===== config.mk =====
export PLATFORM = sky130hd
export DESIGN_NAME = postedWrBuf
export DESIGN_NICKNAME = d
export VERILOG_FILES = /design/src/rtl/pwbPkg.sv /design/src/rtl/pwbCtrl.sv /design/src/rtl/pwbDatapath.sv /design/src/rtl/postedWrBuf.sv
export SDC_FILE = /design/constraint.sdc
export NUM_CORES = 1
export LEC_CHECK = 0
export BUFFER_PORTS_ARGS = -buffer_cell sky130_fd_sc_hd__buf_2
export CAP_MARGIN = 0
export CORE_UTILIZATION = 49
export DETAILED_ROUTE_END_ITERATION = 10
export PLACE_DENSITY = 0.95
export SYNTH_ARGS = -nofsm -noshare
export SYNTH_HDL_FRONTEND = slang
export SYNTH_SLANG_ARGS = --single-unit

===== constraint.sdc =====
create_clock -name clk -period 1.9 [get_ports clk]
set_input_delay 0.285 -clock clk [delete_from_list [all_inputs] [get_ports clk]]
set_output_delay 0.285 -clock clk [all_outputs]
set_load 0.05 [all_outputs]

===== src/rtl/pwbPkg.sv =====
package pwbPkg;
  // Strobes issued by the control each cycle.
  typedef struct packed {
    logic park;      // load the incoming write into the holding register
    logic commit;    // drive the held entry to the array
    logic issueRd;   // launch an array read and capture forwarding info
  } pwbStrobe_t;
endpackage


===== src/rtl/pwbCtrl.sv =====
module pwbCtrl
  import pwbPkg::*;
(
  input  logic       clk,
  input  logic       rstN,
  input  logic       wrReq,
  input  logic       rdReq,
  output pwbStrobe_t strobe,
  output logic       entryValid,
  output logic       rdValid
);
  logic validQ;
  logic rdValidQ;

  // A write always parks; it commits the previous entry if there is one.
  always_comb begin
    strobe.park    = wrReq;
    strobe.commit  = wrReq & validQ;
    strobe.issueRd = rdReq & ~wrReq;   // one command per cycle, write wins
  end

  always_ff @(posedge clk) begin
    if (!rstN) begin
      validQ   <= 1'b0;
      rdValidQ <= 1'b0;
    end else begin
      if (strobe.park) validQ <= 1'b1;
      rdValidQ <= strobe.issueRd;
    end
  end

  assign entryValid = validQ;
  assign rdValid    = rdValidQ;
endmodule


===== src/rtl/pwbDatapath.sv =====
module pwbDatapath
  import pwbPkg::*;
#(
  parameter int ADDR_W = 6,
  parameter int LANES  = 4,
  parameter int LANE_W = 9,
  localparam int DATA_W = LANES * LANE_W
) (
  input  logic              clk,
  input  logic              rstN,
  input  pwbStrobe_t        strobe,
  input  logic              entryValid,
  input  logic [ADDR_W-1:0] wrAddr,
  input  logic [DATA_W-1:0] wrData,
  input  logic [LANES-1:0]  wrMask,
  input  logic [ADDR_W-1:0] rdAddr,
  input  logic [DATA_W-1:0] arrRdData,
  output logic [ADDR_W-1:0] heldAddr,
  output logic [DATA_W-1:0] heldData,
  output logic [LANES-1:0]  heldMask,
  output logic [DATA_W-1:0] rdData
);
  logic [ADDR_W-1:0] addrQ;
  logic [DATA_W-1:0] dataQ;
  logic [LANES-1:0]  maskQ;
  logic [LANES-1:0]  fwdSelQ;
  logic [DATA_W-1:0] fwdDataQ;
  logic              hitNow;

  always_ff @(posedge clk) begin
    if (!rstN) begin
      addrQ <= '0;
      dataQ <= '0;
      maskQ <= '0;
    end else if (strobe.park) begin
      addrQ <= wrAddr;
      dataQ <= wrData;
      maskQ <= wrMask;
    end
  end

  assign hitNow = entryValid && (addrQ == rdAddr);

  // Forwarding info travels alongside the array read latency.
  always_ff @(posedge clk) begin
    if (!rstN) begin
      fwdSelQ  <= '0;
      fwdDataQ <= '0;
    end else if (strobe.issueRd) begin
      fwdSelQ  <= hitNow ? maskQ : '0;
      fwdDataQ <= dataQ;
    end
  end

  for (genvar g = 0; g < LANES; g++) begin : gLane
    assign rdData[g*LANE_W +: LANE_W] = fwdSelQ[g] ? fwdDataQ[g*LANE_W +: LANE_W]
                                                   : arrRdData[g*LANE_W +: LANE_W];
  end

  assign heldAddr = addrQ;
  assign heldData = dataQ;
  assign heldMask = maskQ;
endmodule


===== src/rtl/postedWrBuf.sv =====
module postedWrBuf
  import pwbPkg::*;
#(
  parameter int ADDR_W = 6,
  parameter int LANES  = 4,
  parameter int LANE_W = 9,
  localparam int DATA_W = LANES * LANE_W
) (
  input  logic              clk,
  input  logic              rstN,
  input  logic              wrReq,
  input  logic [ADDR_W-1:0] wrAddr,
  input  logic [DATA_W-1:0] wrData,
  input  logic [LANES-1:0]  wrMask,
  input  logic              rdReq,
  input  logic [ADDR_W-1:0] rdAddr,
  output logic              arrWrEn,
  output logic [ADDR_W-1:0] arrWrAddr,
  output logic [DATA_W-1:0] arrWrData,
  output logic [LANES-1:0]  arrWrMask,
  output logic              arrRdEn,
  output logic [ADDR_W-1:0] arrRdAddr,
  input  logic [DATA_W-1:0] arrRdData,
  output logic              rdValid,
  output logic [DATA_W-1:0] rdData
);
  pwbStrobe_t strobe;
  logic       entryValid;

  pwbCtrl u_ctrl (
    .clk(clk), .rstN(rstN), .wrReq(wrReq), .rdReq(rdReq),
    .strobe(strobe), .entryValid(entryValid), .rdValid(rdValid)
  );

  pwbDatapath #(.ADDR_W(ADDR_W), .LANES(LANES), .LANE_W(LANE_W)) u_dp (
    .clk(clk), .rstN(rstN), .strobe(strobe), .entryValid(entryValid),
    .wrAddr(wrAddr), .wrData(wrData), .wrMask(wrMask), .rdAddr(rdAddr),
    .arrRdData(arrRdData), .heldAddr(arrWrAddr), .heldData(arrWrData),
    .heldMask(arrWrMask), .rdData(rdData)
  );

  assign arrWrEn   = strobe.commit;
  assign arrRdEn   = strobe.issueRd;
  assign arrRdAddr = rdAddr;
endmodule


==> results.cfg, run 1 <==
[place]
place.gp.congestion = 0.7718
placed_cells = 646
io_buffer_count = 182
dp_hpwl_um = 7264
dpl_worst_slack_ns = 0.3594

[run]
cap_violations = 0

[routing]
ant_nets = 0
wl_per_cell_um = 14.49
viasPerCell = 5.026
post-route-drc-count = 0
vias = 3327
routed_wirelength_um = 9595
detail_route.iter0.violations = 65
first_pass_iters = 4

[timing]
slew_viol_final = 0
max_slew_margin_pct = 72.27
max_slew.worst_pin.slew_ns = 0.4160
tns_ns = 0
skew_ns = 0.01186
rsz0062_at_grt = no
setup_ws_ns = 0.1953
hold_ws_ns = 0.1975
fin_crit_ns = 1.705
fmax_mhz = 586.6
finalCritPeriodShare_pct = 89.72
setup_viol = 0
hold_violations = 0

[logic_synthesis]
synthDistinctLibCells = 21
ys_seq_area_share_pct = 45.55
synth_top_area_cell = dfxtp_1
ys_ff_latch = 88
synth_fp_nets = 479
syn_inst = 387
ys_warn_count = 0
synth_area_leaders = dfxtp_1 (46%), mux2i_1 (12%), mux2_2 (10%)
syn_area_sq_um = 3867
syn_avg_cell_area_sq_um = 9.993
netlist.area_leader.share_pct = 45.55

[cells_and_area]
final_util_pct = 64.70
layout_common_cells = buf_2 (182), dfxtp_1 (84), nand2_1 (72), mux2i_1 (46), nor2b_1 (46)
final_common_cell = buf_2
area_delta_synth_final_pct = 28.60
final_cells = 662
nFillCells = 613
diodes = 0
drive_above_1_share_pct = 44.46
nets = 647

[floorplanning]
fp.coreArea_sq_um = 7687
die_x_um = 90.84
pin_count = 183
die_y_um = 90.84
row_count = 32
die-area_sq_um = 8252
start_util_pct = 50.31

[setup_path]
startpoint_type = flop
cpPeakStageDelay_ns = 0.49
cp.arrival_ns = 1.42
crit_family = flip-flops
crit_chain = mux2_2 > buf_2
cp.required_ns = 1.62
r2r_slack_ns = 0.77
worstReg2RegStart = u_dp.heldAddr[1]
reg2regPathDepth = 3
cp_max_fo = 10
path_buf_inv = 1
critPathCaptureType = output port
crit_path_top_delay_cell = dfxtp_2
critPathKind = reg2out
reg2reg_to = u_dp.fwdSelQ[3]

[hold_path]
holdCritStartpoint = wrData[8]
hp-class = in2reg
holdPathStages = 3
hold_end = u_dp.heldData[8]

[global_route]
grt_use_total_pct = 22.88
antenna_found_initial = 0
grt_overflow = 0
grt_start_max_net_pins = 38
grt_first_pass_wirelength_um = 14970
grt_pass1_vias = 3206

[clock_tree]
clkTransAtPathRegs_ns = 0.09
h-tree-depth = 3
numCtsBuffers = 9
cts.sinks = 88
clock_latency_ns = 0.34
cts_root_buf = clkbuf_8
clock_path_buffers = 2
tritoncts = yes

[pwr]
p_clk_share_pct = 31.0
combPwrFrac_pct = 21.2
netSwitchingFraction_pct = 31.28
power_density_nw_per_um2 = 833.2
vdd_drop_max_uv = 567.5
leakage_nw = 2.305
internal_power_w = 0.002848
power_switching_w = 0.001296
sequentialPowerShare_pct = 47.8

[run_status]
status = finished clean
-- through the flow --
stage          power [W]  area, sq um
2_1_floorplan   0.002662         3867
3_3_place_gp    0.002879         4771
3_5_place_dp    0.002905         4771
4_1_cts         0.004172         4969
5_1_grt         0.004308         4974
6_report        0.004144         4974
-- worst max path at each step --
stage	startpoint	end	slack [ns]	cells past startpoint
after floorplan	wrReq	arrWrEn	0.55	3
after global placement	u_dp.fwdSelQ[1]	rdData[17]	0.44	2
after detailed placement	wrReq	u_dp.heldAddr[4]	0.36	5
after CTS	u_dp.fwdSelQ[1]	rdData[14]	0.01	2
after global routing	u_dp.fwdSelQ[3]	rdData[30]	0.15	2
final	u_dp.fwdSelQ[3]	rdData[33]	0.20	2
-- cell families after synthesis --
kind of cell           synth area share, %
flip-flops                           45.55
multiplexers                         22.39
AO/OA/AOI/OAI                        7.700
XOR/XNOR                             1.359
AND/OR/NAND/NOR                      17.47
buffers and inverters                5.532
-- final cells by class --
type,instances,area (sq um),share of cell area [%]
multi-input combinational,263,1892,38.04
sequential,88,1767,35.52
timing repair buffer,192,985.9,19.82
clock buffer,11,141.4,2.843
tap,102,127.6,2.566
clock inverter,5,56.30,1.132
inverter,1,3.754,0.07547
-- routing by layer --
metal / part of all wire, % / vias up / global-route usage, %
li1: - / 1626 / -
met1: 40 / 1576 / 25.18
met2: 54 / 120 / 43.37
met3: 5.5 / 5 / 5.976
met4: 0.36 / 0 / 5.423
met5: 0 / - / 0
-- worst reg2reg max path, cell delays in order (launching register included) --
cell and delay, ns:
dfxtp_1 0.40, xnor2_1 0.15, nand4_1 0.26, o21ai_0 0.24
-- timing repair --
action | in CTS | in global routing
hold buffers | 0 | 0
resized for setup | 0 | 4
endpoints found under the setup margin | 0 | 23
buffers inserted | 0 | 0
-- registers in the layout, indices dropped and copies added (netlist names) --
register,count
u_dp.fwdDataQ,36
u_dp.heldMask,4
u_ctrl.rdValid,1
u_dp.heldAddr,6
u_dp.fwdSelQ,4
u_ctrl.entryValid,1
u_dp.heldData,36
-- cells in the mapped netlist (all sizes together) --
cell type  instances
dfxtp             88
nand2             72
mux2i             46
nor2b             46
a21boi            36
mux2              36
buf               24
clkbuf            11
xnor2              6
nand4              5
and4b              4
nand3              4
o21ai              4
and2               2
inv                1
nand2b             1
o21a               1
-- power groups by stage --
stage               Sequential [W]  Clock (W)  Combinational, W
CTS                        0.00198    0.00131          0.000885
floorplan                  0.00221          0          0.000448
global route               0.00199    0.00139          0.000925
global placement           0.00202          0          0.000862
detailed placement         0.00202          0          0.000884
finish                     0.00198    0.00128          0.000880
Note: power is estimated with default switching activity, not from simulation.
==> inputs of run 2 (changes only) <==
--- a/config.mk
+++ b/config.mk
@@ -9,7 +9,9 @@
 export CAP_MARGIN = 0
 export CORE_UTILIZATION = 49
 export DETAILED_ROUTE_END_ITERATION = 10
+export GPL_TIMING_DRIVEN = 0
 export PLACE_DENSITY = 0.95
 export SYNTH_ARGS = -nofsm -noshare
 export SYNTH_HDL_FRONTEND = slang
 export SYNTH_SLANG_ARGS = --single-unit
+export TNS_END_PERCENT = 100
==> run 2 against run 1 <==
Effect of this change:
- fmax fell by 4.8%
- worst hold slack got worse by 0.013 ns
- die area did not move
==> results.cfg, run 2 (same netlist as run 1, synthesis figures left out) <==
[clock_tree]
tritoncts = yes
cts_root_buf = clkbuf_8
clock_path_buffers = 2
numCtsBuffers = 9
clock_latency_ns = 0.35
cts-hold-fix-buffers = 0
clkTransAtPathRegs_ns = 0.09
cts_resized = 0
h-tree-depth = 3
post_cts_buffers = 0
cts.sinks = 88

[cells_and_area]
nets = 670
layout_common_cells = buf_2 (192), dfxtp_1 (88), nand2_1 (72), mux2i_1 (46), nor2b_1 (46)
final_util_pct = 66.34
finalInstanceArea_sq_um = 5100
diodes = 0
drive_above_1_share_pct = 44.25
area_delta_synth_final_pct = 31.87
final_common_cell = buf_2

[pwr]
leakage_nw = 2.383
power_density_nw_per_um2 = 822.6
vdd_drop_max_uv = 583.6

[run]
cap_violations = 0

[place]
io_buffer_count = 180
dp_hpwl_um = 7307
place.gp.congestion = 0.7863
place_area_sq_um = 4896

[routing]
vias = 3354
ant_nets = 0
detail_route.iter0.violations = 73
post-route-drc-count = 0
wl_per_cell_um = 13.84
routed_wirelength_um = 9477
viasPerCell = 4.896
first_pass_iters = 4

[setup_path]
critPathCaptureType = output port
crit_path_top_delay_cell = mux2_2
cp.arrival_ns = 1.51
cpPeakStageDelay_ns = 0.38
critPathKind = reg2out
crit_top_cell = buf_2
crit_chain = buf_2 > mux2_2 > buf_2
cp.required_ns = 1.62
cp_max_fo = 10
startpoint_type = flop

[timing]
slew_viol_final = 0
rsz0062_at_grt = no
setup_viol = 0
tns_ns = 0
fmax_mhz = 558.3
max_slew.worst_pin.slew_ns = 0.5204
max_slew_margin_pct = 65.31
hold_violations = 0
fin_crit_ns = 1.791
skew_ns = 0.01307
finalCritPeriodShare_pct = 94.27

[floorplanning]
pin_count = 183
fp.coreArea_sq_um = 7687
die-area_sq_um = 8252
die_x_um = 90.84
die_y_um = 90.84
row_count = 32
start_util_pct = 50.31

[global_route]
grt_first_pass_wirelength_um = 15350
grt_start_max_net_pins = 16
grt_use_total_pct = 23.13
grt_overflow = 0
antenna_found_initial = 0
grt_pass1_vias = 3335

[run_status]
status = finished clean

[hold_path]
hp-class = in2reg
-- run 2: final timing paths --
| path | startpoint | to | slack (ns) | cells past startpoint |
|---|---|---|---|---|
| worst max-delay path | u_dp.fwdSelQ[3] | rdData[35] | 0.11 | 3 |
| worst min-delay path | wrData[12] | u_dp.heldData[12] | 0.18 | 3 |
| worst max register to register | u_dp.heldAddr[3] | u_dp.fwdSelQ[0] | 0.79 | 3 |
| worst min register to register | u_dp.fwdDataQ[17] | u_dp.fwdDataQ[17] | 0.46 | 2 |
-- run 2: worst max-delay path, delay by kind of cell (launching register included) --
kind	cells	cell delay (ns)
buffers and inverters	2	0.46
DFF	1	0.31
muxes	1	0.38
-- run 2: layout make-up --
type                            count  area (sq um)
Fill cell                         631          2587
Tap cell                          102         127.6
Buffer                             35         210.2
Multi-Input combinational cell    263          1892
Sequential cell                    88          1762
Inverter                            1         3.754
Clock inverter                      6         66.31
Timing Repair Buffer              180         900.9
Clock buffer                       10         137.6
-- run 2: stage by stage --
step                instances  setup slack, ns  hold slack (ns)  total power, W
finish                    685           0.1090           0.1842        0.004195
global route              685          0.04513           0.1975        0.004354
CTS                       685          0.09234           0.1703        0.004227
detailed placement        669           0.4535           0.4450        0.002924
global placement          669           0.4729           0.4396        0.002900
floorplan                 387           0.5517           0.4316        0.002662
-- run 2: per-layer routing --
| metal | up-vias | share of wire [%] | wire length, um | GRT usage, % |
|---|---|---|---|---|
| met1 | 1534 | 41 | 3897 | 25.72 |
| met2 | 129 | 52 | 4888 | 43.94 |
| met5 | - | 0 | 0 | 0 |
| met4 | 0 | 1.9 | 184 | 8.995 |
| met3 | 18 | 5.3 | 506 | 3.283 |
| li1 | 1673 | - | - | - |
-- run 2: power by group --
part	total, W	switching [W]	internal, W
registers	0.00198	0.0000595	0.00192
clock network	0.00132	0.000666	0.000651
logic	0.000896	0.000598	0.000298
